===== src/rtl/ocmp_pkg.sv =====
package ocmp_pkg;
   typedef enum logic [2:0] {
      OC_OFF   = 3'd0,
      OC_SET1  = 3'd1,
      OC_SET0  = 3'd2,
      OC_TOG   = 3'd3,
      OC_DLY   = 3'd4,
      OC_PULSE = 3'd5,
      OC_PWM   = 3'd6,
      OC_PWMF  = 3'd7
   } oc_mode_e;
endpackage


===== src/rtl/ocmp_cfg.sv =====
module ocmp_cfg
   import ocmp_pkg::*;
#(
   parameter int TW = 16
) (
   input  logic          clk,
   input  logic          rst_n,
   input  logic          we,
   input  logic          run,
   input  logic [2:0]    mode_i,
   input  logic [TW-1:0] pri_i,
   input  logic [TW-1:0] sec_i,
   output oc_mode_e      mode_q,
   output logic [TW-1:0] pri_q,
   output logic [TW-1:0] sec_q,
   output logic          load
);
   // writes are accepted only with the timer stopped
   assign load = we & ~run;

   always_ff @(posedge clk or negedge rst_n) begin
      if (!rst_n) begin
         mode_q <= OC_OFF;
         pri_q  <= '0;
         sec_q  <= '0;
      end else if (load) begin
         mode_q <= oc_mode_e'(mode_i);
         pri_q  <= pri_i;
         sec_q  <= sec_i;
      end
   end

   assert_run_blocks_write_R11 : assert property (@(posedge clk) disable iff (!rst_n)
      run |=> ($stable(mode_q) && $stable(pri_q) && $stable(sec_q)));
endmodule


===== src/rtl/ocmp_match.sv =====
module ocmp_match #(
   parameter int TW = 16
) (
   input  logic          clk,
   input  logic          rst_n,
   input  logic          run,
   input  logic [TW-1:0] tmr,
   input  logic [TW-1:0] pri,
   input  logic [TW-1:0] sec,
   output logic          hit_pri,
   output logic          hit_sec
);
   localparam int NREF = 2;

   logic [NREF-1:0][TW-1:0] refv;
   logic [NREF-1:0]         eq;
   logic [NREF-1:0]         eq_q;
   logic [NREF-1:0]         hit;

   assign refv[0] = pri;
   assign refv[1] = sec;

   for (genvar i = 0; i < NREF; i++) begin : g_cmp
      assign eq[i]  = (tmr == refv[i]);
      // only the first cycle of equality counts
      assign hit[i] = run & eq[i] & ~eq_q[i];

      always_ff @(posedge clk or negedge rst_n) begin
         if (!rst_n) eq_q[i] <= 1'b0;
         else        eq_q[i] <= eq[i];
      end
   end

   assign hit_pri = hit[0];
   assign hit_sec = hit[1];

   assert_pri_single_R12 : assert property (@(posedge clk) disable iff (!rst_n)
      hit_pri |=> !hit_pri);
   assert_sec_single_R12 : assert property (@(posedge clk) disable iff (!rst_n)
      hit_sec |=> !hit_sec);
endmodule


===== src/rtl/ocmp_irq.sv =====
module ocmp_irq
   import ocmp_pkg::*;
(
   input  oc_mode_e mode,
   input  logic     pin_old,
   input  logic     pin_new,
   input  logic     flag_old,
   input  logic     flag_new,
   output logic     fire
);
   logic rise, fall;

   assign rise = pin_new & ~pin_old;
   assign fall = pin_old & ~pin_new;

   always_comb begin
      unique case (mode)
         OC_SET1:                   fire = rise;
         OC_SET0, OC_DLY, OC_PULSE: fire = fall;
         OC_TOG:                    fire = rise | fall;
         OC_PWMF:                   fire = flag_new & ~flag_old;
         default:                   fire = 1'b0;
      endcase
   end
endmodule


===== src/rtl/ocmp_wave.sv =====
module ocmp_wave
   import ocmp_pkg::*;
#(
   parameter int TW = 16
) (
   input  logic          clk,
   input  logic          rst_n,
   input  logic          load,
   input  logic [2:0]    mode_new,
   input  logic [TW-1:0] pri_new,
   input  oc_mode_e      mode_q,
   input  logic          hit_pri,
   input  logic          hit_sec,
   input  logic          prd,
   input  logic          flt_s,
   input  logic          pin_now,
   output logic          pin_q,
   output logic          flag_q,
   output logic          irq_q
);
   logic pin_n, flag_n, done_q, done_n, fire;

   always_comb begin
      pin_n  = pin_q;
      flag_n = flag_q;
      done_n = done_q;
      if (load) begin
         flag_n = 1'b0;
         done_n = 1'b0;
         unique case (oc_mode_e'(mode_new))
            OC_SET0:        pin_n = 1'b1;
            OC_TOG:         pin_n = pin_now;
            OC_PWM, OC_PWMF: pin_n = |pri_new;
            default:        pin_n = 1'b0;
         endcase
      end else begin
         unique case (mode_q)
            OC_SET1:  if (hit_pri) pin_n = 1'b1;
            OC_SET0:  if (hit_pri) pin_n = 1'b0;
            OC_TOG:   if (hit_pri) pin_n = ~pin_q;
            OC_DLY:
               if (!done_q) begin
                  if (hit_sec && pin_q) begin
                     pin_n  = 1'b0;
                     done_n = 1'b1;
                  end else if (hit_pri) begin
                     pin_n = 1'b1;
                  end
               end
            OC_PULSE:
               if (hit_sec)      pin_n = 1'b0;
               else if (hit_pri) pin_n = 1'b1;
            OC_PWM:
               if (prd)          pin_n = 1'b1;
               else if (hit_sec) pin_n = 1'b0;
            OC_PWMF:
               if (flag_q)       pin_n = 1'b0;
               else if (!flt_s) begin
                  flag_n = 1'b1;
                  pin_n  = 1'b0;
               end
               else if (prd)     pin_n = 1'b1;
               else if (hit_sec) pin_n = 1'b0;
            default: ;
         endcase
      end
   end

   ocmp_irq u_irq (
      .mode     (mode_q),
      .pin_old  (pin_q),
      .pin_new  (pin_n),
      .flag_old (flag_q),
      .flag_new (flag_n),
      .fire     (fire)
   );

   always_ff @(posedge clk or negedge rst_n) begin
      if (!rst_n) begin
         pin_q  <= 1'b0;
         flag_q <= 1'b0;
         done_q <= 1'b0;
         irq_q  <= 1'b0;
      end else begin
         pin_q  <= pin_n;
         flag_q <= flag_n;
         done_q <= done_n;
         irq_q  <= fire & ~load;
      end
   end

   assert_flag_forces_low_R9 : assert property (@(posedge clk) disable iff (!rst_n)
      flag_q |-> !pin_q);
   assert_flag_only_pwmf_R9 : assert property (@(posedge clk) disable iff (!rst_n)
      flag_q |-> (mode_q == OC_PWMF));
   assert_quiet_off_R1 : assert property (@(posedge clk) disable iff (!rst_n)
      (mode_q == OC_OFF) |-> !irq_q);
   assert_pwm_no_irq_R10 : assert property (@(posedge clk) disable iff (!rst_n)
      (mode_q == OC_PWM) |-> !irq_q);
   assert_oneshot_sticky_R4 : assert property (@(posedge clk) disable iff (!rst_n)
      (mode_q == OC_SET1 && pin_q && !load) |=> pin_q);
endmodule


===== src/rtl/ocmp_unit.sv =====
module ocmp_unit
   import ocmp_pkg::*;
#(
   parameter int TW       = 16,
   parameter bit FLT_SYNC = 1'b1
) (
   input  logic          clk,
   input  logic          rst_n,
   input  logic [TW-1:0] tmr_val,
   input  logic          tmr_run,
   input  logic          prd_hit,
   input  logic          cfg_we,
   input  logic [2:0]    cfg_mode,
   input  logic [TW-1:0] cfg_pri,
   input  logic [TW-1:0] cfg_sec,
   input  logic          flt_n,
   input  logic          gpio_lvl,
   output logic          oc_pin,
   output logic          oc_irq,
   output logic          flt_flag
);
   if (TW < 2 || TW > 32) begin : g_bad_tw
      $error("ocmp_unit: TW must lie in 2..32");
   end

   oc_mode_e      mode_q;
   logic [TW-1:0] pri_q, sec_q;
   logic          load, hit_pri, hit_sec, pin_q, flt_s;

   ocmp_cfg #(.TW(TW)) u_cfg (
      .clk    (clk),
      .rst_n  (rst_n),
      .we     (cfg_we),
      .run    (tmr_run),
      .mode_i (cfg_mode),
      .pri_i  (cfg_pri),
      .sec_i  (cfg_sec),
      .mode_q (mode_q),
      .pri_q  (pri_q),
      .sec_q  (sec_q),
      .load   (load)
   );

   ocmp_match #(.TW(TW)) u_match (
      .clk     (clk),
      .rst_n   (rst_n),
      .run     (tmr_run),
      .tmr     (tmr_val),
      .pri     (pri_q),
      .sec     (sec_q),
      .hit_pri (hit_pri),
      .hit_sec (hit_sec)
   );

   if (FLT_SYNC) begin : g_flt_reg
      always_ff @(posedge clk or negedge rst_n) begin
         if (!rst_n) flt_s <= 1'b1;
         else        flt_s <= flt_n;
      end
   end else begin : g_flt_direct
      assign flt_s = flt_n;
   end

   assign oc_pin = (mode_q == OC_OFF) ? gpio_lvl : pin_q;

   ocmp_wave #(.TW(TW)) u_wave (
      .clk      (clk),
      .rst_n    (rst_n),
      .load     (load),
      .mode_new (cfg_mode),
      .pri_new  (cfg_pri),
      .mode_q   (mode_q),
      .hit_pri  (hit_pri),
      .hit_sec  (hit_sec),
      .prd      (prd_hit),
      .flt_s    (flt_s),
      .pin_now  (oc_pin),
      .pin_q    (pin_q),
      .flag_q   (flt_flag),
      .irq_q    (oc_irq)
   );
endmodule


===== config.mk =====
export PLATFORM = sky130hd
export DESIGN_NAME = ocmp_unit
export DESIGN_NICKNAME = d
export VERILOG_FILES = /design/src/rtl/ocmp_pkg.sv /design/src/rtl/ocmp_cfg.sv /design/src/rtl/ocmp_match.sv /design/src/rtl/ocmp_irq.sv /design/src/rtl/ocmp_wave.sv /design/src/rtl/ocmp_unit.sv
export SDC_FILE = /design/constraint.sdc
export NUM_CORES = 1
export LEC_CHECK = 0
export BUFFER_PORTS_ARGS = -buffer_cell sky130_fd_sc_hd__buf_2
export CORE_MARGIN = 2
export CORE_UTILIZATION = 45
export DETAILED_ROUTE_END_ITERATION = 10
export PLACE_DENSITY_LB_ADDON = 0.12
export SLEW_MARGIN = 40
export SYNTH_ARGS = -nofsm -noshare
export SYNTH_HDL_FRONTEND = slang
export SYNTH_SLANG_ARGS = --single-unit

===== constraint.sdc =====
create_clock -name clk -period 7.55 [get_ports clk]
set_input_delay 0.3775 -clock clk [delete_from_list [all_inputs] [get_ports clk]]
set_output_delay 0.3775 -clock clk [all_outputs]
set_load 0.01 [all_outputs]

==> run summary, run 1 <==
total CTS buffers: 5
Detail Route Antenna Nets: 0
total track usage: 0.203
commonest cells in the netlist: 103 x nand2_1, 41 x dfrtp_1, 32 x xnor2_1
ys async rst share: 1.00
layout cell share with drive strength beyond 1: 0.234
sequential area share after synthesis: 0.481
Max Fanout on Critical Path: 3
hold_ws: 0.0633 ns
Routed WL per cell: 13.9 um
max-slew violation count: 0
chip height: 73.7 um
combinational family with the most area after synthesis: simple AND/OR/NAND/NOR gates
Flop pwr share: 0.500
Post-Syn Area: 0.00219 mm^2
Core Area: 0.00469 mm^2
clock slew at reported path FFs: 0.08 ns
Hold Vio Cnt, Final: 0
P&R area growth vs syn: 19.9%
Worst-Skew Late Latency: 0.29 ns
WL met3: 239 um
hold_buf cts: 0
initial antenna violation count: 0
synthesized netlist cell count: 253
DRC Markers: 0
post-layout net count: 372
H-tree depth: 2
initial DRC count: 58
PnR worst setup slack: 4.40 ns
largest net degree at the start of global routing: 43
Max Root-Sink Buffers: 2
Switching Share: 0.303
CTS tree: done
portion of netlist area occupied by mux cells: 0.00915
Crit path required time: 7.74 ns
fraction of synthesized cell area in xor and xnor cells: 0.128
first-pass GRT wire length: 8270 um
Sum Neg Setup Slack: 0 ns
post-synth top area share: 0.469
status: finished, final reports clean
Via-to-Cell Ratio: 5.15
VDD IR max: 0.114 mV
crit path DAT: 3.34 ns
Highest Signal Layer: met4
Setup Buffers After CTS: 0
Routed Wire Length: 5090 um
Int Pwr: 389 uW
actual slew at the worst max-slew pin: 0.587 ns
via count of the routed design: 1,886
Synth Register Bits: 42
# clock sinks: 42
Die Area: 0.00543 mm^2
Clk network pwr share: 0.269
initial core utilization: 0.466
drt first pass iters: 4
unrepaired setup endpoints after global routing: false
top achievable clock speed: 317 MHz
combinational share of power: 0.232
routed length on met2: 2430 um
clk root buf: clkbuf_8
Port Buffer Count: 60
Synth Area in Adders: 0.0172
M1 wire length: 2290 um
Yosys cell types: 34
Synth Net Count: 314
Synth Area in Simple Gates: 0.277
Psw: 169 uW
Max-cap violations: 0
Slew headroom: 0.607
grt total ovfl: 0
Synth area leader: dfrtp_1
hpwl dp: 3880 um
HP Class: input port to asynchronous set/reset pin
Cell Pwr Density: 213 mW/mm^2
critical path class: flop to flop
die width: 73.7 um
Fillers: 474
routability cong.: 0.759
Synth Area in Compound Gates: 0.0584
most frequent cell after synthesis: nand2_1
syn avg cell area: 8.64 um^2
dominant synthesized flop cell: dfrtp_1
Final Setup Violations: 0
Tmin final: 3.15 ns
leakage: 0.00133 uW
vias in the first global route: 1,804
I/O pins: 61
ANT cells: 0
Gates resized, CTS repair: 0
EDFF count, synth: 0
Crit. End Element: flop
top cells by area in the synthesized netlist: dfrtp_1 47%, nand2_1 18%, xnor2_1 13%
crit path launch type: flop
Setup WS pre-CTS: 4.32 ns
row count: 25
Syn. warnings: 0
Worst Skew: 0.00935 ns
fin crit share: 0.417
==> layout make-up <==
cell class	instances	area [um^2]	share of cell area
clock buffers	8	90.1	0.0344
inverters	5	18.8	0.00716
multi-input cells	195	1070	0.410
flip-flops and latches	42	1050	0.401
well taps	54	67.6	0.0258
repair buffers	62	318	0.121
==> cell families (layout without fill, tap and decap cells) <==
family,count (synthesis),in the layout
flops,42,42
simple gates,139,139
fa+ha+maj,3,3
compound gates,19,19
buf+inv,16,75
mux,2,2
xor+xnor,32,32
==> metal layers <==
metal | track usage | vias to the layer above
li1 | - | 935
met1 | 0.259 | 890
met2 | 0.335 | 50
met3 | 0.0480 | 11
met4 | 0.0747 | 0
met5 | 0 | -
==> power groups by stage <==
stage / registers (uW) / clock network, uW / logic (uW)
3_3_place_gp: 283 / 0 / 128
6_report: 279 / 150 / 129
3_5_place_dp: 283 / 0 / 131
5_1_grt: 282 / 163 / 147
4_1_cts: 279 / 152 / 131
2_1_floorplan: 273 / 0 / 90.4
==> worst max-delay path: stages, from the launching register on <==
cell      delay [ns]
dfrtp_1         0.43
xnor2_1         0.18
nand4_1         0.13
nor4_1          0.40
nand3b_1        0.16
ha_1            0.29
mux2i_1         0.12
a211oi_1        0.10
a211oi_2        0.29
o22ai_1         0.13
ha_1            0.29
a211oi_1        0.07
a31oi_1         0.17
nor2_1          0.07
a41o_1          0.19
==> state kept, by name, summed over array words and instances, names as in the netlist <==
name / flops
u_cfg.pri_q: 16
u_cfg.sec_q: 16
u_cfg.mode_q: 3
u_match.eq_q: 2
flt_s: 1
u_wave.done_q: 1
u_wave.flag_q: 1
u_wave.irq_q: 1
u_wave.pin_q: 1
==> cell usage in the layout (no fill, tap or decap), drive strengths merged, types with 2 or more instances in the layout <==
cell      n
dfrtp    41
nor2b     2
nor4      3
a31oi     4
a21oi     2
ha        3
nand2   103
o22ai     2
buf      62
clkbuf    8
o21ai     4
a211oi    4
nor2      8
nand4     9
nor3      5
inv       5
xnor2    32
mux2i     2
nand2b    3
==> stage by stage <==
step                      cell area, um^2   util  total power [uW]  std cells
final                                2620  0.559               558        366
after global routing                 2620  0.559               592        366
after CTS                            2620  0.559               563        366
after detailed placement             2530  0.539               414        358
after global placement               2530  0.539               411        358
after floorplan                      2190      -               363        253
==> worst paths after layout <==
path | cells past startpoint | end | slack [ns] | startpoint
worst max-delay path | 14 | u_wave.irq_q | 4.40 | u_cfg.pri_q[4]
worst min-delay path | 1 | u_cfg.pri_q[15] | 0.06 | rst_n
worst max register to register | 14 | u_wave.irq_q | 4.40 | u_cfg.pri_q[4]
worst min register to register | 2 | u_cfg.sec_q[11] | 0.50 | u_cfg.sec_q[11]
max in group asynchronous | 1 | flt_s | 7.11 | rst_n
min in group clk | 1 | flt_s | 0.18 | flt_n
Power figures use the tool's default switching activity.
==> run 2, diff against run 1 <==
ABC_AREA = 1   (was unset)
clock period = 2.85 ns   (was 7.55 ns; I/O delays follow)
==> run 2 against run 1 <==
Fmax rose by 12%. Routed wire length rose by 14%. Largest cell class unchanged. Worst setup slack got worse by 4.4 ns. Via count rose by 20%. Sequential power rose to 2.6 times the previous value. Power rose to 2.8 times the previous value. Sequential cell count did not move.
==> run summary, run 2 <==
Crit. End Element: flop
Largest regs: u_cfg.pri_q: 16 flops, u_cfg.sec_q: 16 flops, u_cfg.mode_q: 3 flops
Post-Syn Area: 0.00238 mm^2
Flop pwr share: 0.462
Cell Pwr Density: 527 mW/mm^2
Synth Area in Simple Gates: 0.308
Final Setup Violations: 0
Placed Area: 0.00276 mm^2
row count: 26
crit path DAT: 2.99 ns
Tmin final: 2.82 ns
initial antenna violation count: 0
top achievable clock speed: 354 MHz
status: finished, final reports clean
actual slew at the worst max-slew pin: 0.540 ns
VDD IR max: 0.245 mV
Synth Area in Compound Gates: 0.0857
first-pass GRT wire length: 9890 um
commonest non-fill, non-tap cell in the layout: nand2_1
critical path class: flop to flop
routability cong.: 0.893
largest net degree at the start of global routing: 43
Crit path required time: 3.02 ns
Worst-Skew Late Latency: 0.29 ns
Core Area: 0.00511 mm^2
initial core utilization: 0.466
total CTS buffers: 5
combinational share of power: 0.284
M1 wire length: 2570 um
routed length on met2: 2830 um
post-synth top area share: 0.431
Synth area leader: dfrtp_1
Switching Share: 0.325
fraction of synthesized cell area in xor and xnor cells: 0.0441
Via-to-Cell Ratio: 4.75
Clk network pwr share: 0.254
most frequent cells in the layout: 113 x nand2_1, 59 x buf_2, 49 x inv_1
I/O pins: 61
Hold Vio Cnt, Final: 0
via count of the routed design: 2,255
grt total ovfl: 0
P&R area growth vs syn: 25.1%
post-layout net count: 465
Port Buffer Count: 60
ys async rst share: 1.00
Setup WS pre-CTS: -0.179 ns
Worst Skew: 0.00403 ns
fin crit share: 0.990
Detail Route Antenna Nets: 0
H-tree depth: 2
unrepaired setup endpoints after global routing: true
Slew headroom: 0.640
CTS tree: done
# clock sinks: 42
Highest Signal Layer: met4
reg-to-reg slack, setup: 0.03 ns
synthesized netlist cell count: 332
Int Pwr: 1060 uW
PnR worst setup slack: 0.0289 ns
commonest cells in the netlist: 115 x nand2_1, 49 x inv_1, 41 x dfrtp_1
crit path launch type: flop
DRC Markers: 0
portion of netlist area occupied by mux cells: 0
die width: 76.7 um
top cells by area in the synthesized netlist: dfrtp_1 43%, nand2_1 18%, inv_1 7.7%
dominant synthesized flop cell: dfrtp_1
ANT cells: 0
most frequent cell after synthesis: nand2_1
WL met3: 347 um
leakage: 0.00164 uW
layout cell share with drive strength beyond 1: 0.259
initial DRC count: 151
hold_ws: 0.0413 ns
Max Root-Sink Buffers: 2
chip height: 76.7 um
combinational family with the most area after synthesis: simple AND/OR/NAND/NOR gates
total track usage: 0.208
max-slew violation count: 0
Total Power: 1570 uW
drt first pass iters: 4
Fillers: 484
Synth Net Count: 393
Syn. warnings: 0
Synth Area in Adders: 0.0158
sequential area share after synthesis: 0.442
vias in the first global route: 2,212
syn avg cell area: 7.17 um^2
fin area: 0.00298 mm^2
hpwl dp: 4280 um
Max Fanout on Critical Path: 2
Max-cap violations: 0
clk root buf: clkbuf_8
Routed WL per cell: 12.2 um
HP Class: input port to flop
EDFF count, synth: 0
Sum Neg Setup Slack: 0 ns
Routed Wire Length: 5820 um
Psw: 510 uW
Die Area: 0.00589 mm^2
Synth Register Bits: 42
Yosys cell types: 30
clock slew at reported path FFs: 0.08 ns
==> run 2: cell types whose count changed after synthesis, sizes merged, moves of 3 or more <==
cell,change
nand3,+4
buf,-3
nor2,+27
inv,+50
nand2,+16
o21ai,+21
nand2b,-3
a31oi,-4
nand4,-3
xnor2,-26
xor2,+6
==> run 2: kinds of logic (layout without fill, tap and decap cells) <==
logic type | Yosys count | after routing
and+or+nand+nor | 176 | 176
buffers and inverters | 64 | 137
DFF | 42 | 42
AOI/OAI and AO/OA | 35 | 35
xor gates and xnor gates | 12 | 12
adders and majority gates | 3 | 3
==> run 2: area by class of cell <==
class,count,area (um^2),area share
timing repair buffer,72,398,0.134
sequential,42,1050,0.353
inverter,57,214,0.0718
clock buffer,7,86.3,0.0290
tap,70,87.6,0.0294
multi-input combinational,226,1140,0.381
clock inverter,1,5.00,0.00168
==> run 2: through the flow <==
stage,util,instances
global route,0.583,475
CTS,0.572,470
finish,0.583,475
detailed placement,0.540,458
floorplan,-,332
global placement,0.540,458
==> run 2: critical path: stages, from the launching register on <==
cell,delay (ns)
dfrtp_1,0.40
xor2_1,0.17
nor4_2,0.28
nand4_1,0.16
nor3_2,0.19
nand2_2,0.09
buf_4,0.15
ha_4,0.21
a211oi_2,0.19
nand2_1,0.09
a21oi_2,0.10
nand2_1,0.07
nand2_2,0.07
nand2_2,0.06
ha_4,0.27
o221ai_2,0.08
inv_1,0.08
a21oi_2,0.05
==> run 2: repair_timing <==
action | 4_1_cts | 5_1_grt
buffers inserted | 2 | 5
setup endpoints to repair | 1 | 1
gates resized for setup | 6 | 3
hold endpoints to repair | 42 | 0
pin swaps | 7 | 8
hold buffers | 2 | 0
cloned | 0 | 0
==> run 2: power groups by stage <==
stage | sequential, uW | combinational, uW | clock, uW
2_1_floorplan | 727 | 253 | 0
3_3_place_gp | 733 | 370 | 0
3_5_place_dp | 737 | 383 | 0
4_1_cts | 726 | 416 | 405
5_1_grt | 737 | 513 | 432
6_report | 726 | 446 | 398
==> run 2: routing by layer <==
metal  GRT usage  up-vias
li1            -     1162
met1       0.264     1018
met2       0.354       69
met3      0.0459        6
met4      0.0618        0
met5           0        -
==> run 2: final timing paths <==
path | start | to | cells past startpoint
min in group asynchronous | rst_n | u_cfg.sec_q[8] | 2
max in group asynchronous | rst_n | flt_s | 2
setup reg to reg | u_cfg.pri_q[12] | u_wave.irq_q | 17
hold reg to reg | u_cfg.sec_q[12] | u_cfg.sec_q[12] | 2
hold / removal | cfg_sec[12] | u_cfg.sec_q[12] | 3
setup / recovery | u_cfg.pri_q[12] | u_wave.irq_q | 17
==> run 3, diff against run 2 <==
PLACE_DENSITY_LB_ADDON = 0.3   (was 0.12)
==> run 3 against run 2 <==
Sequential cell count unchanged. Sequential share of layout area increased by 0.25 points. Fmax shrank 0.87%. Global-route usage decreased by 0.16 points. Worst hold slack lost 0.010 ns. Non-clock buffer count down 5. Critical path type unchanged.
==> run summary, run 3 (same netlist as run 2, synthesis figures left out) <==
Hold Vio Cnt, Final: 0
largest net degree at the start of global routing: 43
VDD IR max: 0.268 mV
critical path class: flop to flop
utilization after layout: 0.579
via count of the routed design: 2,235
Crit path required time: 3.03 ns
crit path launch type: flop
PnR worst setup slack: 0.00423 ns
top achievable clock speed: 351 MHz
Setup WS pre-CTS: -0.0807 ns
DRC Markers: 0
total CTS buffers: 5
# clock sinks: 42
fin crit share: 0.999
hold_ws: 0.0311 ns
Via-to-Cell Ratio: 4.76
clk root buf: clkbuf_8
HP Class: input port to flop
Core Area: 0.00511 mm^2
leakage: 0.00162 uW
Reg2Reg Depth: 18
ANT cells: 0
row count: 26
post-layout net count: 460
Total Power: 1550 uW
Largest regs: u_cfg.pri_q: 16 flops, u_cfg.sec_q: 16 flops, u_cfg.mode_q: 3 flops
clock slew at reported path FFs: 0.09 ns
Die Area: 0.00589 mm^2
P&R area growth vs syn: 24.2%
H-tree depth: 2
Routed Wire Length: 5770 um
Port Buffer Count: 60
Final Setup Violations: 0
layout cell share with drive strength beyond 1: 0.255
status: finished, final reports clean
Worst-Skew Late Latency: 0.30 ns
routability cong.: 0.866
initial antenna violation count: 0
Worst Skew: 0.0155 ns
Max Root-Sink Buffers: 2
Routed WL per cell: 12.3 um
Cell Pwr Density: 525 mW/mm^2
drt first pass iters: 4
unrepaired setup endpoints after global routing: true
initial core utilization: 0.466
initial DRC count: 155
max-slew violation count: 0
crit path DAT: 3.03 ns
chip height: 76.7 um
hpwl dp: 4140 um
Tmin final: 2.85 ns
first-pass GRT wire length: 9750 um
I/O pins: 61
die width: 76.7 um
Max Fanout on Critical Path: 3
Slew headroom: 0.637
CTS tree: done
total track usage: 0.206
Hold Crit Depth: 3
actual slew at the worst max-slew pin: 0.544 ns
vias in the first global route: 2,215
most frequent cells in the layout: 113 x nand2_1, 59 x buf_2, 48 x inv_1
Crit. End Element: flop
Max-cap violations: 0
Detail Route Antenna Nets: 0
grt total ovfl: 0
commonest non-fill, non-tap cell in the layout: nand2_1
==> run 3: worst paths after layout <==
check	end	slack (ns)	from
hold reg to reg	u_cfg.pri_q[15]	0.50	u_cfg.pri_q[15]
setup / recovery	u_wave.irq_q	0.004	u_cfg.pri_q[12]
min in group asynchronous	u_cfg.sec_q[8]	0.35	rst_n
max in group asynchronous	u_cfg.mode_q[0]	2.10	rst_n
setup reg to reg	u_wave.irq_q	0.004	u_cfg.pri_q[12]
hold / removal	u_cfg.sec_q[9]	0.03	cfg_sec[9]
==> run 3: power breakdown <==
| group | internal (uW) | total [uW] | switching, uW |
|---|---|---|---|
| combinational | 187 | 434 | 247 |
| clock | 174 | 387 | 214 |
| sequential | 670 | 730 | 60.8 |
| total | 1030 | 1550 | 522 |
==> run 3: layout make-up <==
class                           count  area [um^2]
Clock buffer                        7         76.3
Clock inverter                      1         7.51
Fill cell                         529         2150
Inverter                           57          214
Multi-Input combinational cell    226         1160
Sequential cell                    42         1050
Tap cell                           70         87.6
Timing Repair Buffer               67          360
==> run 3: per-stage QoR <==
step	instances	setup TNS (ns)	area, um^2
final	470	0	2960
after detailed placement	457	-0.0807	2750
after floorplan	332	0	2380
after global routing	470	-0.184	2960
after global placement	457	0	2750
after CTS	469	-0.0456	2900
==> run 3: routing by layer <==
metal | part of all wire | track usage
met3 | 0.040 | 0.0376
met2 | 0.49 | 0.348
met4 | 0.017 | 0.0655
met5 | 0 | 0
met1 | 0.46 | 0.268
==> run 3: worst max-delay path: stages (launching register included) <==
cell and delay (ns):
dfrtp_1 0.41, xor2_2 0.16, nor4_2 0.30, nand4_1 0.15
nor3_2 0.18, nand2_2 0.14, ha_4 0.19, inv_2 0.05
o22ai_2 0.06, a211oi_2 0.19, nand2_1 0.09, a21oi_2 0.10
nand2_1 0.07, nand2_2 0.08, nand2_2 0.07, ha_4 0.27
o221ai_2 0.08, inv_1 0.07, a21oi_2 0.04
==> run 3: timing repair <==
| action | 4_1_cts | 5_1_grt |
|---|---|---|
| setup endpoints to repair | 1 | 1 |
| resized for setup | 5 | 8 |
| setup buffers | 2 | 1 |
| hold endpoints to repair | 42 | 0 |
| pin swaps | 14 | 13 |
| hold buffers | 2 | 0 |
